[src/rtl/rir_pkg.sv]
package rir_pkg;
  // Rounding mode encoding at the block input
  typedef enum logic [1:0] {
    RM_NEAR_EVEN = 2'd0,
    RM_TO_ZERO   = 2'd1,
    RM_TO_POS    = 2'd2,
    RM_TO_NEG    = 2'd3
  } rmode_e;

  // Reduced rounding class of a magnitude: nearest (as nearest-up) or ceiling;
  // neither bit set means truncation
  typedef struct packed {
    logic near;
    logic ceil;
  } rclass_t;
endpackage

[src/rtl/rir_mode_map.sv]
module rir_mode_map
  import rir_pkg::*;
(
  input  rmode_e  mode,
  input  logic    sign,
  output rclass_t cls
);
  always_comb begin
    cls.near = (mode == RM_NEAR_EVEN);
    cls.ceil = ((mode == RM_TO_POS) && !sign) || ((mode == RM_TO_NEG) && sign);
  end
endmodule

[src/rtl/rir_compound_add.sv]
module rir_compound_add #(
  parameter int W     = 54,
  parameter int TAP_S = 24
) (
  input  logic [W-1:0] a,
  input  logic [W-1:0] b,
  input  logic         cin,
  input  logic         single,
  output logic         msb,
  output logic [W-1:0] x,
  output logic [W-1:0] x1
);
  logic [W-1:0] s0, s1, s2;

  // three candidate sums of the upper carry-save part
  always_comb begin
    s0 = a + b;
    s1 = a + b + W'(1);
    s2 = a + b + W'(2);
    // carry from the lower part picks the candidate pair
    x   = cin ? s1 : s0;
    x1  = cin ? s2 : s1;
    // range indicator taken from the plain sum, carry-in deliberately left out
    msb = single ? s0[TAP_S] : s0[W-1];
  end
endmodule

[src/rtl/rir_normalize.sv]
module rir_normalize
  import rir_pkg::*;
#(
  parameter int UP_W  = 54,
  parameter int ALIGN = 29
) (
  input  logic [UP_W-1:0] x,
  input  logic [UP_W-1:0] x1,
  input  logic            msb,
  input  rclass_t         cls,
  input  logic            rnd,
  input  logic            stk,
  input  logic            single,
  output logic [UP_W-2:0] sig
);
  localparam int SIG_W = UP_W - 1;
  localparam int TAP_S = UP_W - 1 - ALIGN;

  logic            cor, tie;
  logic [UP_W-1:0] y, t, tf;
  logic [SIG_W-1:0] sig_d, sig_s;

  always_comb begin
    // late part of the bias for the upper range
    cor = msb & (cls.ceil | (cls.near & rnd));
    y   = cor ? x1 : x;
    // one shared right shifter for both precisions
    t   = msb ? (y >> 1) : y;
    // exact midpoint under nearest-even: lower range leaves R=0,S=0;
    // upper range leaves bit 0 of x, R set and S clear
    tie = cls.near & ~stk & (msb ? (rnd & x[0]) : ~rnd);
    tf  = {t[UP_W-1:1], t[0] & ~tie};
    // leading bit absorbs a carry into the position above
    sig_d = {tf[UP_W-1] | tf[UP_W-2], tf[UP_W-3:0]};
    sig_s = {tf[TAP_S] | tf[TAP_S-1], tf[TAP_S-2:0], {ALIGN{1'b0}}};
    sig   = single ? sig_s : sig_d;
  end
endmodule

[src/rtl/rir_round_top.sv]
module rir_round_top
  import rir_pkg::*;
#(
  parameter int SIG_W = 53,
  parameter int SGL_W = 24
) (
  input  logic             clk,
  input  logic             rst,
  input  logic             in_valid,
  output logic             in_ready,
  input  logic [SIG_W:0]   in_sum,
  input  logic [SIG_W:0]   in_carry,
  input  logic             in_cin,
  input  logic             in_rnd,
  input  logic             in_stk,
  input  logic [1:0]       in_mode,
  input  logic             in_sign,
  input  logic             in_single,
  output logic             out_valid,
  input  logic             out_ready,
  output logic [SIG_W-1:0] out_sig
);
  localparam int UP_W  = SIG_W + 1;
  localparam int ALIGN = SIG_W - SGL_W;
  localparam int TAP_S = UP_W - 1 - ALIGN;

  rclass_t          cls;
  logic             msb;
  logic [UP_W-1:0]  x, x1;
  logic [SIG_W-1:0] sig_c;

  rir_mode_map u_map (
    .mode (rmode_e'(in_mode)),
    .sign (in_sign),
    .cls  (cls)
  );

  rir_compound_add #(.W(UP_W), .TAP_S(TAP_S)) u_add (
    .a      (in_sum),
    .b      (in_carry),
    .cin    (in_cin),
    .single (in_single),
    .msb    (msb),
    .x      (x),
    .x1     (x1)
  );

  rir_normalize #(.UP_W(UP_W), .ALIGN(ALIGN)) u_norm (
    .x      (x),
    .x1     (x1),
    .msb    (msb),
    .cls    (cls),
    .rnd    (in_rnd),
    .stk    (in_stk),
    .single (in_single),
    .sig    (sig_c)
  );

  assign in_ready = !out_valid || out_ready;

  always_ff @(posedge clk) begin
    if (rst) begin
      out_valid <= 1'b0;
    end else if (in_ready) begin
      out_valid <= in_valid;
    end
  end

  always_ff @(posedge clk) begin
    if (in_valid && in_ready) begin
      out_sig <= sig_c;
    end
  end


  stall_hold_chk: assert property (@(posedge clk) disable iff (rst)
    out_valid && !out_ready |=> out_valid && $stable(out_sig));


  accept_out_chk: assert property (@(posedge clk) disable iff (rst)
    in_valid && in_ready |=> out_valid);


  lead_one_chk: assert property (@(posedge clk) disable iff (rst)
    out_valid |-> out_sig[SIG_W-1]);


  single_pad_chk: assert property (@(posedge clk) disable iff (rst)
    out_valid && $past(in_valid && in_ready && in_single) |-> out_sig[ALIGN-1:0] == '0);
endmodule

[config.mk]
export PLATFORM = sky130hd
export DESIGN_NAME = rir_round_top
export DESIGN_NICKNAME = d
export VERILOG_FILES = /design/src/rtl/rir_pkg.sv /design/src/rtl/rir_mode_map.sv /design/src/rtl/rir_compound_add.sv /design/src/rtl/rir_normalize.sv /design/src/rtl/rir_round_top.sv
export SDC_FILE = /design/constraint.sdc
export NUM_CORES = 1
export LEC_CHECK = 0
export BUFFER_PORTS_ARGS = -buffer_cell sky130_fd_sc_hd__buf_2
export CAP_MARGIN = 10
export CORE_MARGIN = 1.5
export CORE_UTILIZATION = 35
export DETAILED_ROUTE_END_ITERATION = 8
export PLACE_DENSITY = 0.55
export SETUP_SLACK_MARGIN = 0.2
export SLEW_MARGIN = 20
export SYNTH_ARGS = -nofsm -noshare
export SYNTH_HDL_FRONTEND = slang
export SYNTH_SLANG_ARGS = --single-unit
[constraint.sdc]
create_clock -name clk -period 13.1 [get_ports clk]
set_input_delay 1.965 -clock clk [delete_from_list [all_inputs] [get_ports clk]]
set_output_delay 1.965 -clock clk [all_outputs]
set_load 0.02 [all_outputs]
==> results of run 1 <==
==> per-layer routing <==
metal / GRT usage / part of all wire / routed length (um) / vias up
met5: 0 / 0 / 0 / -
met4: 0.0596 / 0.024 / 716 / 0
met2: 0.354 / 0.43 / 12700 / 413
li1: - / - / - / 4563
met3: 0.0278 / 0.066 / 1940 / 45
met1: 0.318 / 0.48 / 14100 / 4279
==> Yosys cell counts, types with 18 or more instances <==
library cell  instances
xor2_1               38
a211oi_1             19
o211ai_1             20
o21ai_0              67
nor3_1               49
xnor2_1              53
nand3_1              29
nand2_1             125
clkbuf_1             42
edfxtp_1             53
a21o_1               18
a21oi_1             105
nand4_1              35
ha_1                 55
mux2i_1              20
nor2_1              131
==> layout make-up <==
cell class,instances,area share
Clock inverter,1,0.00306
Inverter,16,0.00612
Sequential cell,54,0.164
Clock buffer,7,0.0135
Multi-Input combinational cell,1011,0.678
Tap cell,324,0.0413
Timing Repair Buffer,180,0.0936
==> sequential cells by signal, summed over array words and instances (netlist names) <==
signal	cells
out_sig	53
out_valid	1
==> stage by stage <==
step           setup slack, ns  utilization  instances  hold slack (ns)
4_1_cts                   6.42        0.405       1593            0.519
6_report                  6.41        0.405       1593            0.520
3_5_place_dp              6.14        0.398       1585            0.508
5_1_grt                   6.03        0.405       1593            0.537
3_3_place_gp              6.12        0.398       1585            0.493
2_1_floorplan             7.35            -       1139            0.729
==> worst reg2reg max path, stage by stage (launching register included) <==
cell and delay, ns:
dfxtp_1 0.31, nand2b_1 0.10, and2_2 0.15, buf_4 0.53
==> worst max-delay path by stage <==
stage,startpoint,end,depth (start not counted)
3_5_place_dp,in_sum[1],out_sig[35],15
6_report,in_sum[1],out_sig[42],15
3_3_place_gp,in_sum[1],out_sig[35],15
4_1_cts,in_sum[1],out_sig[35],15
2_1_floorplan,in_sum[0],out_sig[35],16
5_1_grt,in_sum[1],out_sig[35],15
==> cell families after synthesis <==
family / count (synthesis) / synth area share
AND/OR/NAND/NOR: 492 / 0.296
AO/OA/AOI/OAI: 347 / 0.269
XOR/XNOR: 94 / 0.0983
buffers and inverters: 74 / 0.0412
adder cells (fa/ha/maj): 57 / 0.0835
flip-flops: 54 / 0.187
multiplexers: 21 / 0.0246
==> power by group <==
group | switching (mW) | total, mW | internal (mW)
clock network | 0.0565 | 0.147 | 0.0904
logic | 0.380 | 0.573 | 0.193
registers | 0.00606 | 0.232 | 0.226
==> results by group, run 1 <==
Floorplan
  – Starting Density: 0.355
  – CORE AREA: about 24000 um^2
  – Io pins: ~170
  – Die area: approximately 26000 um^2
  – Die W: 160 um
  – Die height: between 150 and 200 um
  – Row cnt: 57

Run
  – # Max-Cap Violations: 0

Setup path
  – Critical Path Slowest Stage Cell: a21oi_1
  – Worst path bufs/invs: 1
  – Reg-to-reg startpoint: out_valid
  – Worst path cell trace: buf_2, ha_1, a211oi_1, o21ai_4, a211oi_1, o21ai_1, a2111oi_1, o21ai_1, a21oi_1, mux2i_1, o21ai_0, nand4_1, xnor2_1, nor2_1, a221oi_1
  – Worst endpoint required time: ~13 ns
  – Reg2Reg Setup Slack: between 10 and 15 ns
  – Crit-path leading delay family: compound AO/OA/AOI/OAI gates
  – CP max stage delay: about 0.9 ns
  – Worst setup SP type: input pin
  – Worst Path Class, Setup: in2reg
  – Critical Path End Type: register
  – Max FO, Critical Path: 12
  – WP data arrival: between 6 and 7 ns
  – Reg2Reg Depth: 3
  – Reg2Reg Capture Point: out_sig[10]

CTS
  – CTS HTree Levels: 2
  – CTS Hold Bufs: 0
  – Worst-path clk slew: about 0.070 ns
  – CTS buffer count: 5
  – Postcts setup bufs: 0
  – CTS root buffer: clkbuf_16
  – CTS max path bufs: 2
  – TritonCTS clock tree: yes
  – Worst-Skew Late Latency: roughly 0.29 ns
  – CTS sink count: 54
  – CTS resizes: 0

Hold path
  – Hold Path End: out_valid
  – Hold Path Stages: 2
  – Hold Crit Start: out_valid
  – Worst min-delay path class: reg2reg

Finish
  – Area taken by multi-input logic gates: about 6700 um^2
  – Finished Cell Area: between 9000 and 10000 um^2
  – Final nets: about 1400
  – Sequential cell area: 1610 um^2
  – Area delta synth->final: 14.1%
  – Antenna fix cells: 0
  – Layout cells sized above 1: 0.204
  – Fillcell total: 2588
  – Most frequent cells in the layout: buf_2, nor2_1, nand2_1
  – Commonest non-fill, non-tap cell in the layout: buf_2

Placement
  – Buffers on Ports: about 170
  – Hpwl dp: about 24000 um
  – DP Area: 9650 um^2
  – Gp weighted congestion: about 0.98

Global routing
  – GRT Overall Usage: 0.223
  – Largest net degree at the start of global routing: between 50 and 60
  – Initial antenna violation count: 0
  – Global-route wire length before repair: around 46000 um
  – Vias in the first global route: roughly 8500
  – GRT overflow: 0

Run status
  – Status: complete, no violations

STA
  – Layout Skew: approximately 0.0055 ns
  – # setup viols final: 0
  – Period utilization: 0.511
  – Worst slew pin tran: ~1.1 ns
  – Unrepaired setup endpoints after global routing: false
  – Setup TNS Final: 0 ns
  – Tmin final: approximately 6.7 ns
  – Fin. Hold Viols: 0
  – Rel. slew slack: 0.277
  – Final Max Tran Viols: 0
  – Fmax: between 100 and 150 MHz

Routing
  – Drt total wl: 29400 um
  – Router iterations before antenna repair: 5
  – Vias: 9300
  – Vias per cell: between 5 and 6
  – Drt wl/cell: approximately 18 um
  – # DRC: 0
  – Initial drt markers: approximately 830
  – Post-route ant nets: 0

Logic synthesis
  – Post-Synthesis Cells: about 1100
  – Mapped Area: roughly 8600 um^2
  – Post-synthesis cell type count: between 100 and 150
  – Largest area contributor in the netlist: edfxtp_1
  – Top_reg_cell synth: edfxtp_1
  – Post-synthesis sequential area ratio: 0.187
  – YS warnings: 0
  – Main area contributors after synthesis: edfxtp_1, ha_1, a21oi_1, nor2_1, nand2_1
  – Post-synth top area share: 0.185
  – Avg Cell Area, Syn: roughly 7.6 um^2
  – Post-synth ARST share: 0
  – Syn nets: ~1300
  – Register bit total from synthesis: between 50 and 60
  – Number of synthesized flops with an enable pin: 53

Power
  – Peak supply drop: 0.000102 V
  – Pleak: around 3.8 nW
  – Pwr/cell area: ~97 nW/um^2
  – Pwr Total: around 950 uW
Power figures use the tool's default switching activity.
==> inputs of run 2 (changes only) <==
- clock period: 13.1 -> 6.9 ns (I/O delays scaled with it)
==> run 2 against run 1 <==
Clock skew about the same; sequential share of layout area barely moved; final area up 0.19%; die area unchanged.
==> results by group, run 2 (same netlist as run 1, synthesis figures left out) <==
Run status
  – Status: complete, no violations (unchanged)

Finish
  – Fillcell total: 2574 (was 2588)
  – Area delta synth->final: 14.3% (was 14.1%)
  – Antenna fix cells: 0 (unchanged)
  – Commonest non-fill, non-tap cell in the layout: buf_2 (unchanged)
  – Sequential cell area: 1610 um^2 (unchanged)
  – Max FFs per register: 53 (unchanged)
  – Top reg by flops: out_sig (unchanged)
  – Top Registers: out_sig: 53 flops, out_valid: 1 flops (unchanged)
  – Most frequent cells in the layout: buf_2, nor2_1, nand2_1 (unchanged)
  – Final nets: 1445 (was 1443)
  – Layout cells sized above 1: 0.206 (was 0.204)
  – Area taken by multi-input logic gates: 6650 um^2 (unchanged)

Setup path
  – Reg-to-reg startpoint: out_valid (unchanged)
  – Reg2Reg Setup Slack: 5.43 ns (was 11.62 ns)
  – Worst path cell trace: buf_2, ha_1, a211oi_1, o21ai_4, a211oi_1, o21ai_1, a2111oi_1, o21ai_1, a21oi_1, or3_1, nand2_1, or4_1, xor2_1, nor2_1, a211oi_1 (was buf_2, ha_1, a211oi_1, o21ai_4, a211oi_1, o21ai_1, a2111oi_1, o21ai_1, a21oi_1, mux2i_1, o21ai_0, nand4_1, xnor2_1, nor2_1, a221oi_1)
  – CP max stage delay: 0.60 ns (was 0.89 ns)
  – Worst endpoint required time: 7.01 ns (was 13.20 ns)
  – WP data arrival: 5.70 ns (was 6.80 ns)
  – Reg2Reg Capture Point: out_sig[9] (was out_sig[10])
  – Worst Path Class, Setup: in2reg (unchanged)
  – Max FO, Critical Path: 7 (was 12)
  – Worst setup SP type: input pin (unchanged)
  – Critical Path End Type: register (unchanged)
  – Critical Path Slowest Stage Cell: a2111oi_1 (was a21oi_1)
  – Reg2Reg Depth: 3 (unchanged)
  – Cell mode on critical path: a211oi_1

CTS
  – TritonCTS clock tree: yes (unchanged)
  – CTS buffer count: 5 (unchanged)
  – CTS root buffer: clkbuf_16 (unchanged)
  – CTS HTree Levels: 2 (unchanged)
  – Worst-path clk slew: 0.07 ns (about the same)
  – CTS sink count: 54 (unchanged)
  – Worst-Skew Late Latency: 0.29 ns (about the same)
  – Postcts setup bufs: 0 (unchanged)
  – CTS Hold Bufs: 0 (unchanged)
  – CTS max path bufs: 2 (unchanged)
  – CTS resizes: 0 (unchanged)

Hold path
  – Worst min-delay path class: reg2reg (unchanged)
  – Hold Crit Start: out_valid (unchanged)
  – Hold Path Stages: 2 (unchanged)
  – Hold Path End: out_valid (unchanged)

STA
  – Layout Skew: 0.00509 ns (was 0.00551 ns)
  – Fmax: 179 MHz
  – # setup viols final: 0 (unchanged)
  – Rel. slew slack: 0.380 (was 0.277)
  – Final Max Tran Viols: 0 (unchanged)
  – Setup TNS Final: 0 ns (unchanged)
  – Tmin final: 5.59 ns
  – Unrepaired setup endpoints after global routing: false (unchanged)
  – Worst slew pin tran: 0.929 ns (was 1.08 ns)
  – Fin. Hold Viols: 0 (unchanged)
  – Period utilization: 0.811

Routing
  – Uppermost layer routed: met4 (unchanged)
  – Vias: 9225 (was 9300)
  – Drt total wl: 29400 um (about the same)
  – Vias per cell: 5.78 (was 5.84)
  – Post-route ant nets: 0 (unchanged)
  – Drt wl/cell: 18.4 um (was 18.5 um)
  – Router iterations before antenna repair: 7 (was 5)
  – Initial drt markers: 921 (was 832)
  – Metal2 WL: 12800 um (was 12700 um)
  – # DRC: 0 (unchanged)
  – WL met1: 14200 um (was 14100 um)
  – Met3 WL: 1690 um (was 1940 um)

Floorplan
  – Die W: 160 um (unchanged)
  – Io pins: 174 (unchanged)
  – Die area: 25500 um^2 (unchanged)
  – Starting Density: 0.355 (unchanged)
  – Die height: 160 um (unchanged)
  – CORE AREA: 24200 um^2 (unchanged)
  – Row cnt: 57 (unchanged)

Power
  – Pwr Total: 1.81 mW (was 952 uW)
  – Pwr/cell area: 184 nW/um^2 (was 97.1 nW/um^2)
  – Peak supply drop: 0.000141 V (was 0.000102 V)
  – Pleak: 3.79 nW (was 3.78 nW)

Global routing
  – Largest net degree at the start of global routing: 54 (unchanged)
  – Global-route wire length before repair: 46200 um (was 46100 um)
  – GRT Overall Usage: 0.224 (was 0.223)
  – Vias in the first global route: 8374 (was 8450)
  – Initial antenna violation count: 0 (unchanged)
  – GRT overflow: 0 (unchanged)

Run
  – # Max-Cap Violations: 0 (unchanged)

Placement
  – Hpwl dp: 24600 um (was 24500 um)
  – Gp weighted congestion: 0.985 (about the same)
  – Buffers on Ports: 173 (unchanged)
## run 2: worst max-delay path: cells and delay by family
family / cells / cell delay (ns)
AO/OA/AOI/OAI: 8 / 2.76
XOR/XNOR: 1 / 0.30
adder cells (fa/ha/maj): 1 / 0.30
buffers and inverters: 1 / 0.11
AND/OR/NAND/NOR: 4 / 1.20
## run 2: worst max path at each step
stage                     startpoint     endpoint  slack, ns  depth (start not counted)
after floorplan            in_sum[0]  out_sig[35]       2.08                         16
after global placement     in_sum[1]  out_sig[44]       1.08                         15
after detailed placement   in_sum[1]  out_sig[28]       1.09                         15
after CTS                  in_sum[1]  out_sig[28]       1.37                         15
after global routing       in_sum[0]  out_sig[50]       0.85                         16
final                      in_sum[1]  out_sig[28]       1.31                         15
## run 2: metrics by stage
stage,setup WS [ns],instance area (um^2),utilization,instances,hold WS [ns]
2_1_floorplan,2.08,8600,-,1139,0.729
3_3_place_gp,1.08,9660,0.398,1587,0.492
3_5_place_dp,1.09,9660,0.398,1587,0.510
4_1_cts,1.37,9830,0.405,1595,0.519
5_1_grt,0.854,9830,0.405,1595,0.536
6_report,1.31,9830,0.405,1595,0.514
## run 2: power breakdown
part	internal, mW	switching, mW	total [mW]
clock network	0.171	0.110	0.281
logic	0.369	0.719	1.09
registers	0.429	0.0112	0.440
## run 2: area by class of cell
type | count | share of cell area
Clock buffer | 6 | 0.0131
Inverter | 16 | 0.00611
Timing Repair Buffer | 182 | 0.0950
Sequential cell | 54 | 0.164
Tap cell | 324 | 0.0412
Clock inverter | 2 | 0.00382
Multi-Input combinational cell | 1011 | 0.677
## run 2: per-layer routing
layer | GRT usage | vias to the layer above
li1 | - | 4551
met1 | 0.332 | 4300
met2 | 0.351 | 341
met3 | 0.0130 | 33
met4 | 0.0592 | 0
met5 | 0 | -
==> inputs of run 3 (changes only) <==
- PLACE_DENSITY: 0.55 -> 0.57
- clock period: 6.9 -> 4.56 ns (I/O delays scaled with it)
==> run 3 against run 2 <==
Register-to-register slack worse by 2.6 ns; highest routed layer unchanged; hold slack worse by 0.00073 ns; first-iteration DRC count is 18% lower; combinational power is 120% higher; final area is 39% higher; sequential share of layout area is 4.6 points lower; largest cell class unchanged; routed wire length is 12% higher; final cell count is 23% higher; critical path depth is 2 higher; critical path type unchanged; worst setup slack worse by 1.1 ns; via count is 15% higher.
==> results by group, run 3 (same netlist as run 1, synthesis figures left out) <==
Global routing
  – GRT overflow: 0 (unchanged)
  – Vias in the first global route: 9833 (was 8374)
  – GRT Overall Usage: 0.246 (was 0.224)
  – Largest net degree at the start of global routing: 37 (was 54)
  – Global-route wire length before repair: 51100 um (was 46200 um)
  – Initial antenna violation count: 0 (unchanged)

Finish
  – Commonest non-fill, non-tap cell in the layout: buf_4 (was buf_2)
  – Final nets: 1815 (was 1445)
  – Top Registers: out_sig: 53 flops, out_valid: 1 flops (unchanged)
  – Layout Cells excl Fill: 1965 (was 1595)
  – Max FFs per register: 53 (unchanged)
  – Top reg by flops: out_sig (unchanged)
  – Layout cells sized above 1: 0.470 (was 0.206)
  – Area delta synth->final: 59.1% (was 14.3%)
  – Most frequent cells in the layout: buf_4, buf_2, nand2_1 (was buf_2, nor2_1, nand2_1)
  – Antenna fix cells: 0 (unchanged)

Routing
  – Post-route ant nets: 0 (unchanged)
  – WL met1: 15400 um (was 14200 um)
  – Met3 WL: 1390 um (was 1690 um)
  – Uppermost layer routed: met4 (unchanged)
  – Vias: 10581 (was 9225)
  – Drt wl/cell: 16.7 um (was 18.4 um)
  – Metal2 WL: 15400 um (was 12800 um)
  – Router iterations before antenna repair: 5 (was 7)
  – # DRC: 0 (unchanged)
  – Initial drt markers: 752 (was 921)
  – Drt total wl: 32900 um (was 29400 um)
  – Vias per cell: 5.38 (was 5.78)

CTS
  – CTS root buffer: clkbuf_16 (unchanged)
  – Worst-path clk slew: 0.07 ns (about the same)
  – CTS HTree Levels: 2 (unchanged)
  – CTS max path bufs: 2 (unchanged)
  – Worst-Skew Late Latency: 0.30 ns (was 0.29 ns)
  – CTS buffer count: 5 (unchanged)
  – CTS sink count: 54 (unchanged)
  – TritonCTS clock tree: yes (unchanged)

Setup path
  – Critical Path Slowest Stage Cell: or3b_4 (was a2111oi_1)
  – Reg-to-reg startpoint: out_valid (unchanged)
  – Reg2Reg Setup Slack: 2.79 ns (was 5.43 ns)
  – Reg2Reg Capture Point: out_sig[6] (was out_sig[9])
  – Reg2Reg Depth: 3 (unchanged)
  – Max FO, Critical Path: 4 (was 7)
  – Worst path cell trace: buf_2, ha_4, nand2_4, buf_6, nor4_4, buf_4, a221oi_4, a2111o_1, o211ai_2, or3b_4, nor4_4, nand4_4, or3_4, nor3b_2, xor2_1, nand2_1, a32o_1 (was buf_2, ha_1, a211oi_1, o21ai_4, a211oi_1, o21ai_1, a2111oi_1, o21ai_1, a21oi_1, or3_1, nand2_1, or4_1, xor2_1, nor2_1, a211oi_1)
  – Worst setup SP type: input pin (unchanged)
  – WP data arrival: 4.41 ns (was 5.70 ns)
  – Critical Path End Type: register (unchanged)
  – Worst Path Class, Setup: in2reg (unchanged)
  – CP max stage delay: 0.44 ns (was 0.60 ns)
  – Worst endpoint required time: 4.62 ns (was 7.01 ns)
  – Cell mode on critical path: nor4_4 (was a211oi_1)

Floorplan
  – Die height: 160 um (unchanged)
  – Starting Density: 0.355 (unchanged)
  – Die area: 25500 um^2 (unchanged)
  – Io pins: 174 (unchanged)
  – CORE AREA: 24200 um^2 (unchanged)
  – Die W: 160 um (unchanged)
  – Row cnt: 57 (unchanged)

Placement
  – Buffers on Ports: 173 (unchanged)
  – Gp weighted congestion: 0.914 (was 0.985)
  – Placed Instances: 1929 (was 1587)
  – Hpwl dp: 27600 um (was 24600 um)

STA
  – Unrepaired setup endpoints after global routing: true (was false)
  – Period utilization: 0.953
  – Tmin final: roughly 4.3 ns
  – Layout Skew: 0.00782 ns (was 0.00509 ns)
  – Setup TNS Final: 0 ns (unchanged)
  – # setup viols final: 0 (unchanged)
  – Fin. Hold Viols: 0 (unchanged)
  – Fmax: ~230 MHz
  – Rel. slew slack: 0.480 (was 0.380)
  – Worst slew pin tran: 0.780 ns (was 0.929 ns)
  – Final Max Tran Viols: 0 (unchanged)

Power
  – Pleak: 5.81 nW (was 3.79 nW)
  – Peak supply drop: 0.000274 V (was 0.000141 V)
  – Pwr/cell area: 251 nW/um^2 (was 184 nW/um^2)

Hold path
  – Hold Crit Start: out_valid (unchanged)
  – Hold Path Stages: 2 (unchanged)
  – Hold Path End: out_valid (unchanged)
  – Worst min-delay path class: reg2reg (unchanged)

Run
  – # Max-Cap Violations: 0 (unchanged)

Run status
  – Status: complete, no violations (unchanged)
[run 3: cell types whose count changed in the layout (fill, tap and decap cells not counted), moves of 14 or more]
cell	previous run	this run
ha_4	0	14
buf_4	9	371
ha_1	55	39
buf_6	0	16
o21ai_0	67	51
a21oi_1	105	81
a21oi_2	1	23
[run 3: worst max path at each step]
stage,from,endpoint,depth (start not counted)
finish,in_sum[12],out_sig[51],17
CTS,in_sum[4],out_sig[51],17
floorplan,in_sum[16],out_sig[51],15
detailed placement,in_sum[12],out_sig[51],16
global route,in_sum[12],out_sig[50],18
global placement,in_sum[12],out_sig[51],16
[run 3: layout make-up]
cell class | count | area (um^2)
multi-input cells | 1011 | 7660
clock buffers | 6 | 139
well taps | 324 | 405
clock inverters | 2 | 16.3
inverters | 16 | 60.1
flip-flops and latches | 54 | 1610
fillers | 2301 | 10600
repair buffers | 552 | 3790
[run 3: layer usage]
layer / GRT usage / vias up
met1: 0.344 / 4884
met5: 0 / -
met3: 0.0106 / 52
li1: - / 5292
met4: 0.0652 / 0
met2: 0.414 / 353
[run 3: repair_timing]
| action | CTS | global route |
|---|---|---|
| hold buffers | 0 | 0 |
| gates resized for setup | 25 | 168 |
| pin swaps | 7 | 60 |
| setup endpoints to repair | 20 | 41 |
| buffers inserted | 8 | 20 |
[run 3: critical path: cells and delay by family]
kind,cells,cell delay [ns]
and+or+nand+nor,8,2.01
AOI/OAI and AO/OA,4,0.84
buffers and inverters,3,0.42
adders and majority gates,1,0.30
xor gates and xnor gates,1,0.15
[run 3: stage by stage]
step / hold WS, ns / setup WS, ns / area (um^2) / util / power [mW]
6_report: 0.513 / 0.214 / 13700 / 0.564 / 3.43
3_3_place_gp: 0.489 / -0.281 / 12300 / 0.508 / 2.79
3_5_place_dp: 0.512 / -0.267 / 12300 / 0.508 / 2.81
2_1_floorplan: 0.729 / 0.204 / 8690 / - / 1.83
5_1_grt: 0.537 / 0.0822 / 13700 / 0.564 / 3.63
4_1_cts: 0.521 / 0.123 / 12600 / 0.522 / 3.23
[run 3: report_power, final]
part	total (mW)	internal (mW)	switching [mW]
combinational	2.37	1.08	1.29
clock	0.393	0.220	0.172
sequential	0.666	0.649	0.0172
